--- src/rtl/tmr_trig_pkg.sv ---
package tmr_trig_pkg;

    localparam int NUM_CH = 2;

    typedef enum logic [2:0] {
        TM_SWUPD   = 3'b000,
        TM_ENABLE  = 3'b001,
        TM_UPDATE  = 3'b010,
        TM_CMPPULS = 3'b011,
        TM_REF1    = 3'b100,
        TM_REF2    = 3'b101,
        TM_RSV6    = 3'b110,
        TM_RSV7    = 3'b111
    } trg_mode_e;

    typedef struct packed {
        logic      sync;
        logic      gate;
        logic      run;
        trg_mode_e mode;
    } trg_ctrl_t;

    localparam logic [1:0] ADDR_CTRL   = 2'd0;
    localparam logic [1:0] ADDR_RELOAD = 2'd1;
    localparam logic [1:0] ADDR_CMP1   = 2'd2;
    localparam logic [1:0] ADDR_CMP2   = 2'd3;

    function automatic trg_ctrl_t unpack_ctrl(input logic [5:0] bits);
        trg_ctrl_t c;
        c.mode = trg_mode_e'(bits[2:0]);
        c.run  = bits[3];
        c.gate = bits[4];
        c.sync = bits[5];
        return c;
    endfunction

endpackage

--- src/rtl/tmr_cfg_regs.sv ---
module tmr_cfg_regs
    import tmr_trig_pkg::*;
#(
    parameter int CNT_W = 16
) (
    input  logic             clk,
    input  logic             rst,
    input  logic             we,
    input  logic [1:0]       addr,
    input  logic [CNT_W-1:0] wdata,
    output trg_ctrl_t        ctrl,
    output logic [CNT_W-1:0] reload,
    output logic [CNT_W-1:0] cmp [NUM_CH]
);

    always_ff @(posedge clk) begin
        if (rst) begin
            ctrl   <= unpack_ctrl(6'd0);
            reload <= '0;
            for (int i = 0; i < NUM_CH; i++) cmp[i] <= '0;
        end else if (we) begin
            case (addr)
                ADDR_CTRL:   ctrl   <= unpack_ctrl(wdata[5:0]);
                ADDR_RELOAD: reload <= wdata;
                ADDR_CMP1:   cmp[0] <= wdata;
                ADDR_CMP2:   cmp[1] <= wdata;
                default: ;
            endcase
        end
    end

endmodule

--- src/rtl/tmr_count_core.sv ---
module tmr_count_core #(
    parameter int CNT_W = 16
) (
    input  logic             clk,
    input  logic             rst,
    input  logic             en,
    input  logic             ug,
    input  logic [CNT_W-1:0] reload,
    output logic [CNT_W-1:0] cnt,
    output logic             upd
);

    logic wrap;

    assign wrap = en && (cnt >= reload);
    assign upd  = wrap || ug;

    always_ff @(posedge clk) begin
        if (rst)       cnt <= '0;
        else if (ug)   cnt <= '0;
        else if (en)   cnt <= wrap ? '0 : cnt + 1'b1;
    end

    AST_WRAP_ZERO: assert property (@(posedge clk) disable iff (rst)
        (en && cnt >= reload) |=> (cnt == '0)) else $error("wrap");
    AST_STEP_ONE: assert property (@(posedge clk) disable iff (rst)
        (en && !ug && cnt < reload) |=> (cnt == $past(cnt) + 1'b1)) else $error("step");

endmodule

--- src/rtl/tmr_cmp_chan.sv ---
module tmr_cmp_chan #(
    parameter int CNT_W = 16
) (
    input  logic [CNT_W-1:0] cnt,
    input  logic [CNT_W-1:0] cmp,
    output logic             ref_lvl
);

    assign ref_lvl = (cnt < cmp);

endmodule

--- src/rtl/tmr_trig_mux.sv ---
module tmr_trig_mux
    import tmr_trig_pkg::*;
(
    input  logic       clk,
    input  logic       rst,
    input  trg_ctrl_t  ctrl,
    input  logic       trig_in,
    input  logic       ug,
    input  logic       upd,
    input  logic       match1,
    input  logic [NUM_CH-1:0] ref_lvl,
    output logic       trgo
);

    logic trig_q;
    logic en_copy;
    logic sel;

    assign en_copy = ctrl.run | (ctrl.gate & (ctrl.sync ? trig_in : trig_q));

    always_comb begin
        case (ctrl.mode)
            TM_SWUPD:   sel = ug;
            TM_ENABLE:  sel = en_copy;
            TM_UPDATE:  sel = upd;
            TM_CMPPULS: sel = match1;
            TM_REF1:    sel = ref_lvl[0];
            TM_REF2:    sel = ref_lvl[1];
            default:    sel = 1'b0;
        endcase
    end

    always_ff @(posedge clk) begin
        if (rst) begin
            trig_q <= 1'b0;
            trgo   <= 1'b0;
        end else begin
            trig_q <= trig_in;
            trgo   <= sel;
        end
    end

    AST_RSV_LOW: assert property (@(posedge clk) disable iff (rst)
        (ctrl.mode == TM_RSV6 || ctrl.mode == TM_RSV7) |=> !trgo) else $error("rsv");
    AST_UG_PULSE: assert property (@(posedge clk) disable iff (rst)
        (ctrl.mode == TM_SWUPD && ug) |=> trgo) else $error("ug");
    AST_UPD_PULSE: assert property (@(posedge clk) disable iff (rst)
        (ctrl.mode == TM_UPDATE && upd) |=> trgo) else $error("upd");
    AST_MATCH_PULSE: assert property (@(posedge clk) disable iff (rst)
        (ctrl.mode == TM_CMPPULS && match1) |=> trgo) else $error("match");
    AST_RUN_COPY: assert property (@(posedge clk) disable iff (rst)
        (ctrl.mode == TM_ENABLE && ctrl.run) |=> trgo) else $error("run");

endmodule

--- src/rtl/tmr_trig_master.sv ---
module tmr_trig_master
    import tmr_trig_pkg::*;
#(
    parameter int CNT_W = 16
) (
    input  logic             clk,
    input  logic             rst,
    input  logic             cfg_we,
    input  logic [1:0]       cfg_addr,
    input  logic [CNT_W-1:0] cfg_wdata,
    input  logic             ug,
    input  logic             trig_in,
    output logic             trgo
);

    trg_ctrl_t        ctrl;
    logic [CNT_W-1:0] reload;
    logic [CNT_W-1:0] cmp [NUM_CH];
    logic [CNT_W-1:0] cnt;
    logic             cnt_en;
    logic             upd;
    logic             match1;
    logic [NUM_CH-1:0] ref_lvl;

    tmr_cfg_regs #(.CNT_W(CNT_W)) u_regs (
        .clk(clk), .rst(rst), .we(cfg_we), .addr(cfg_addr), .wdata(cfg_wdata),
        .ctrl(ctrl), .reload(reload), .cmp(cmp)
    );

    assign cnt_en = ctrl.run | (ctrl.gate & trig_in);

    tmr_count_core #(.CNT_W(CNT_W)) u_core (
        .clk(clk), .rst(rst), .en(cnt_en), .ug(ug), .reload(reload),
        .cnt(cnt), .upd(upd)
    );

    for (genvar g = 0; g < NUM_CH; g++) begin : g_ch
        tmr_cmp_chan #(.CNT_W(CNT_W)) u_ch (
            .cnt(cnt), .cmp(cmp[g]), .ref_lvl(ref_lvl[g])
        );
    end

    assign match1 = cnt_en && (cnt == cmp[0]);

    tmr_trig_mux u_mux (
        .clk(clk), .rst(rst), .ctrl(ctrl), .trig_in(trig_in), .ug(ug),
        .upd(upd), .match1(match1), .ref_lvl(ref_lvl), .trgo(trgo)
    );

endmodule

--- config.mk ---
export PLATFORM = sky130hd
export DESIGN_NAME = tmr_trig_master
export DESIGN_NICKNAME = d
export VERILOG_FILES = /design/src/rtl/tmr_trig_pkg.sv /design/src/rtl/tmr_cfg_regs.sv /design/src/rtl/tmr_count_core.sv /design/src/rtl/tmr_cmp_chan.sv /design/src/rtl/tmr_trig_mux.sv /design/src/rtl/tmr_trig_master.sv
export SDC_FILE = /design/constraint.sdc
export NUM_CORES = 1
export LEC_CHECK = 0
export BUFFER_PORTS_ARGS = -buffer_cell sky130_fd_sc_hd__buf_2
export CAP_MARGIN = 30
export CORE_ASPECT_RATIO = 0.9
export CORE_MARGIN = 2
export CORE_UTILIZATION = 65
export CTS_CLUSTER_SIZE = 30
export DETAILED_ROUTE_END_ITERATION = 12
export GPL_TIMING_DRIVEN = 0
export PLACE_DENSITY_LB_ADDON = 0.15
export SYNTH_ARGS = -nofsm -noshare
export SYNTH_HDL_FRONTEND = slang
export SYNTH_SLANG_ARGS = --single-unit
export TNS_END_PERCENT = 50
--- constraint.sdc ---
create_clock -name clk -period 3.45 [get_ports clk]
set_input_delay 0.69 -clock clk [delete_from_list [all_inputs] [get_ports clk]]
set_output_delay 0.69 -clock clk [all_outputs]
set_load 0.005 [all_outputs]
==> impl_metrics.csv <==
group,metric,value,unit
outcome,outcome,"finished, final reports clean",
routing,dr_total_vias,3427,
critical_path,cp.depth,7,
timing,tightest_slew,712,ps
routing,drc,0,
synthesis,synthArstFlopShare,0,%
power,pwr-share-seq,53.2,%
power,power_frac_clock,36.0,%
grt,grt_overflow_total,0,
floorplanning,fp.dieH,77.3,um
cells_and_area,final_common_cell,"nand2_1",
critical_path,cp_data_arrival_time,2340,ps
critical_path,cp-startpoint,"u_core.cnt[14]",
synthesis,ys_ff_latch,72,
power,power.density,384,nW/um^2
cells_and_area,fillCellCount,441,
critical_path,r2r_slack,1330,ps
critical_path,crit_path_start_kind,"flop",
power,p_leak,0.00165,uW
clock_tree,clockRootBuffer,"clkbuf_8",
critical_path,worstSetupEndpointType,"flop",
synthesis,netlist_area,3880,um^2
grt,antenna_found_initial,0,
clock_tree,h-tree-depth,3,
timing,timing.fmax,472,MHz
timing,slew_viol_final,0,
floorplanning,core-area,5730,um^2
critical_path,slowest_delay,390,ps
placed_design,dpl.hpwl,7240,um
power,ir_worst_vdd,0.307,mV
clock_tree,cts_tree,"yes",
critical_path,reg2reg_depth,7,
clock_tree,ctsResizeCount,0,
critical_path,reg2reg_from,"u_core.cnt[14]",
min_path,hold_class,"reg2reg",
critical_path,path_max_fanout,5,
critical_path,crit_buf_inv,0,
min_path,hold_depth,2,
cells_and_area,n_antenna_cell,0,
timing,fin_crit,2120,ps
timing,slew_headroom,52.3,%
critical_path,reg2reg_to,"u_mux.trgo",
floorplanning,die-area,6600,um^2
routing,ant_nets,0,
critical_path,path_cells,"ha_1 > and4_1 > nand4_1 > a211oi_1 > a21oi_1 > a41oi_1 > o211ai_1",
grt,first_global_vias,3340,
timing,final-setup-viol-count,0,
critical_path,crit_required,3670,ps
clock_tree,postCtsSetupRepairBufs,0,
floorplanning,start_util,67.7,%
synthesis,syn-mean-instance-area,7.91,um^2
clock_tree,numCtsBuffers,9,
min_path,min_from,"u_regs.cmp[14]",
routing,avgViaCountPerCell,5.73,
min_path,hold_end,"u_regs.cmp[14]",
synthesis,synthDistinctLibCells,45,
routing,drt_iter0_drc,264,
routing,dr.pass1.iters,6,
placed_design,numPortBuffers,22,
synthesis,syn_nets,561,
synthesis,synth_area_leaders,"dfxtp_1 37%, ha_1 15%, nand2_1 11%",
floorplanning,rows,26,
power,internal_power,1200,uW
timing,hold_viol,0,
clock_tree,clockBufferDepth,2,
clock_tree,cts.clk_slew.worst_paths,70,ps
timing,rsz0062_at_grt,"false",
cells_and_area,fin_nets,594,
synthesis,yosys.area.top_type,"dfxtp_1",
timing,fin_crit_sh,61.4,%
floorplanning,io-pin-count,24,
cells_and_area,final_cell_mix,"114 x nand2_1, 72 x dfxtp_1, 66 x a21oi_1",
timing,tns,0,ps
synthesis,synthCells,490,
grt,grt_first_pass_wirelength,16000,um
timing,skew,4.63,ps
synthesis,ys_warn_count,0,
synthesis,synth_edf_count,0,
grt,grt.total_usage,31.6,%
routing,wl_per_cell,16.3,um
critical_path,crit_type,"reg2reg",
critical_path,path_delay_family,"compound AO/OA/AOI/OAI gates",
flow_run,maxCapViolations,0,
placed_design,gp_congestion,0.894,
clock_tree,cts_num_sinks,72,
synthesis,ys_seq_area_share,37.2,%
clock_tree,cts_hold_buf,0,
cells_and_area,synthToLayoutAreaGrowth,9.39,%
routing,finalWirelength,9730,um
cells_and_area,drive_above_1_share,8.90,%
synthesis,synth-main-ff-cell,"dfxtp_1",
floorplanning,die_w,85.4,um
clock_tree,clock_latency,350,ps
power,p_switching,433,uW
grt,grt_max_degree,12,
synthesis,synth_top_area_share,37.2,%
power,power,1630,uW
critical_path,cp_slowest_cell,"dfxtp_1",
power,p_comb_share,10.8,%
power,swShare,26.6,%
-- flip-flops by register name, summed over array words and instances, names as in the netlist --
| register | count |
|---|---|
| u_regs.cmp | 32 |
| u_core.cnt | 16 |
| u_regs.reload | 16 |
| u_regs.ctrl | 6 |
| u_mux.trgo | 1 |
| u_mux.trig_q | 1 |
-- logic make-up after synthesis --
family                     synth area share (%)
adders and majority gates                  15.5
muxes                                      1.84
and+or+nand+nor                            21.8
buffers and inverters                      6.78
AOI/OAI and AO/OA                          13.8
xor gates and xnor gates                   3.16
DFF                                        37.2
-- synth_stat cells (3+ instances only) --
cell and number:
and3_1 3, a21o_1 3, buf_2 3, o211ai_1 4, ha_1 48, nand3_1 8, a211oi_1 4, nand2_1 114
clkbuf_1 12, nand4_1 9, nor2_1 31, xnor2_1 5, a21oi_1 66, o21ai_0 7, nor2b_1 5, mux2i_1 6
inv_1 47, xor2_1 9, dfxtp_1 72, and4_1 3
-- worst max-delay path by stage --
stage / to / slack, ps
after floorplan: u_core.cnt[10] / 1670
after global placement: u_regs.reload[7] / 1320
after detailed placement: u_regs.reload[7] / 1280
after CTS: u_core.cnt[10] / 1360
after global routing: u_core.cnt[10] / 1220
final: u_mux.trgo / 1330
-- tightest hold or removal path: stages, from the launching register on --
cell     delay (ps)
dfxtp_1         310
nand2_1          50
a21oi_1          50
-- power groups by stage --
stage	Sequential, uW	Combinational, uW	Clock, uW
5_1_grt	869	193	629
2_1_floorplan	882	108	0
3_5_place_dp	886	172	0
6_report	867	175	586
4_1_cts	867	173	592
3_3_place_gp	884	166	0
-- layout make-up --
cell class,instances,area (um^2),area share [%]
Clock inverter,3,17.5,0.413
Tap cell,70,87.6,2.06
Multi-Input combinational cell,353,2170,51.2
Buffer,18,86.3,2.04
Timing Repair Buffer,22,110,2.60
Sequential cell,72,1440,34.0
Inverter,47,176,4.16
Clock buffer,13,149,3.51
-- stage by stage --
| stage | setup WS (ps) | instances | instance area [um^2] | hold WS (ps) | util (%) |
|---|---|---|---|---|---|
| 2_1_floorplan | 1670 | 490 | 3880 | 436 | - |
| 3_3_place_gp | 1320 | 582 | 4080 | 442 | 71.2 |
| 3_5_place_dp | 1280 | 582 | 4080 | 448 | 71.2 |
| 4_1_cts | 1360 | 598 | 4240 | 458 | 74.1 |
| 5_1_grt | 1220 | 598 | 4240 | 471 | 74.1 |
| 6_report | 1330 | 598 | 4240 | 456 | 74.1 |
-- metal layers --
metal / routed length (um) / global-route usage (%) / up-vias
met1: 4170 / 39.6 / 1604
met4: 291 / 10.2 / 0
met2: 4590 / 51.5 / 96
met5: 0 / 0 / -
met3: 681 / 10.2 / 22
li1: - / - / 1705
(Power assumes the default switching activity.)
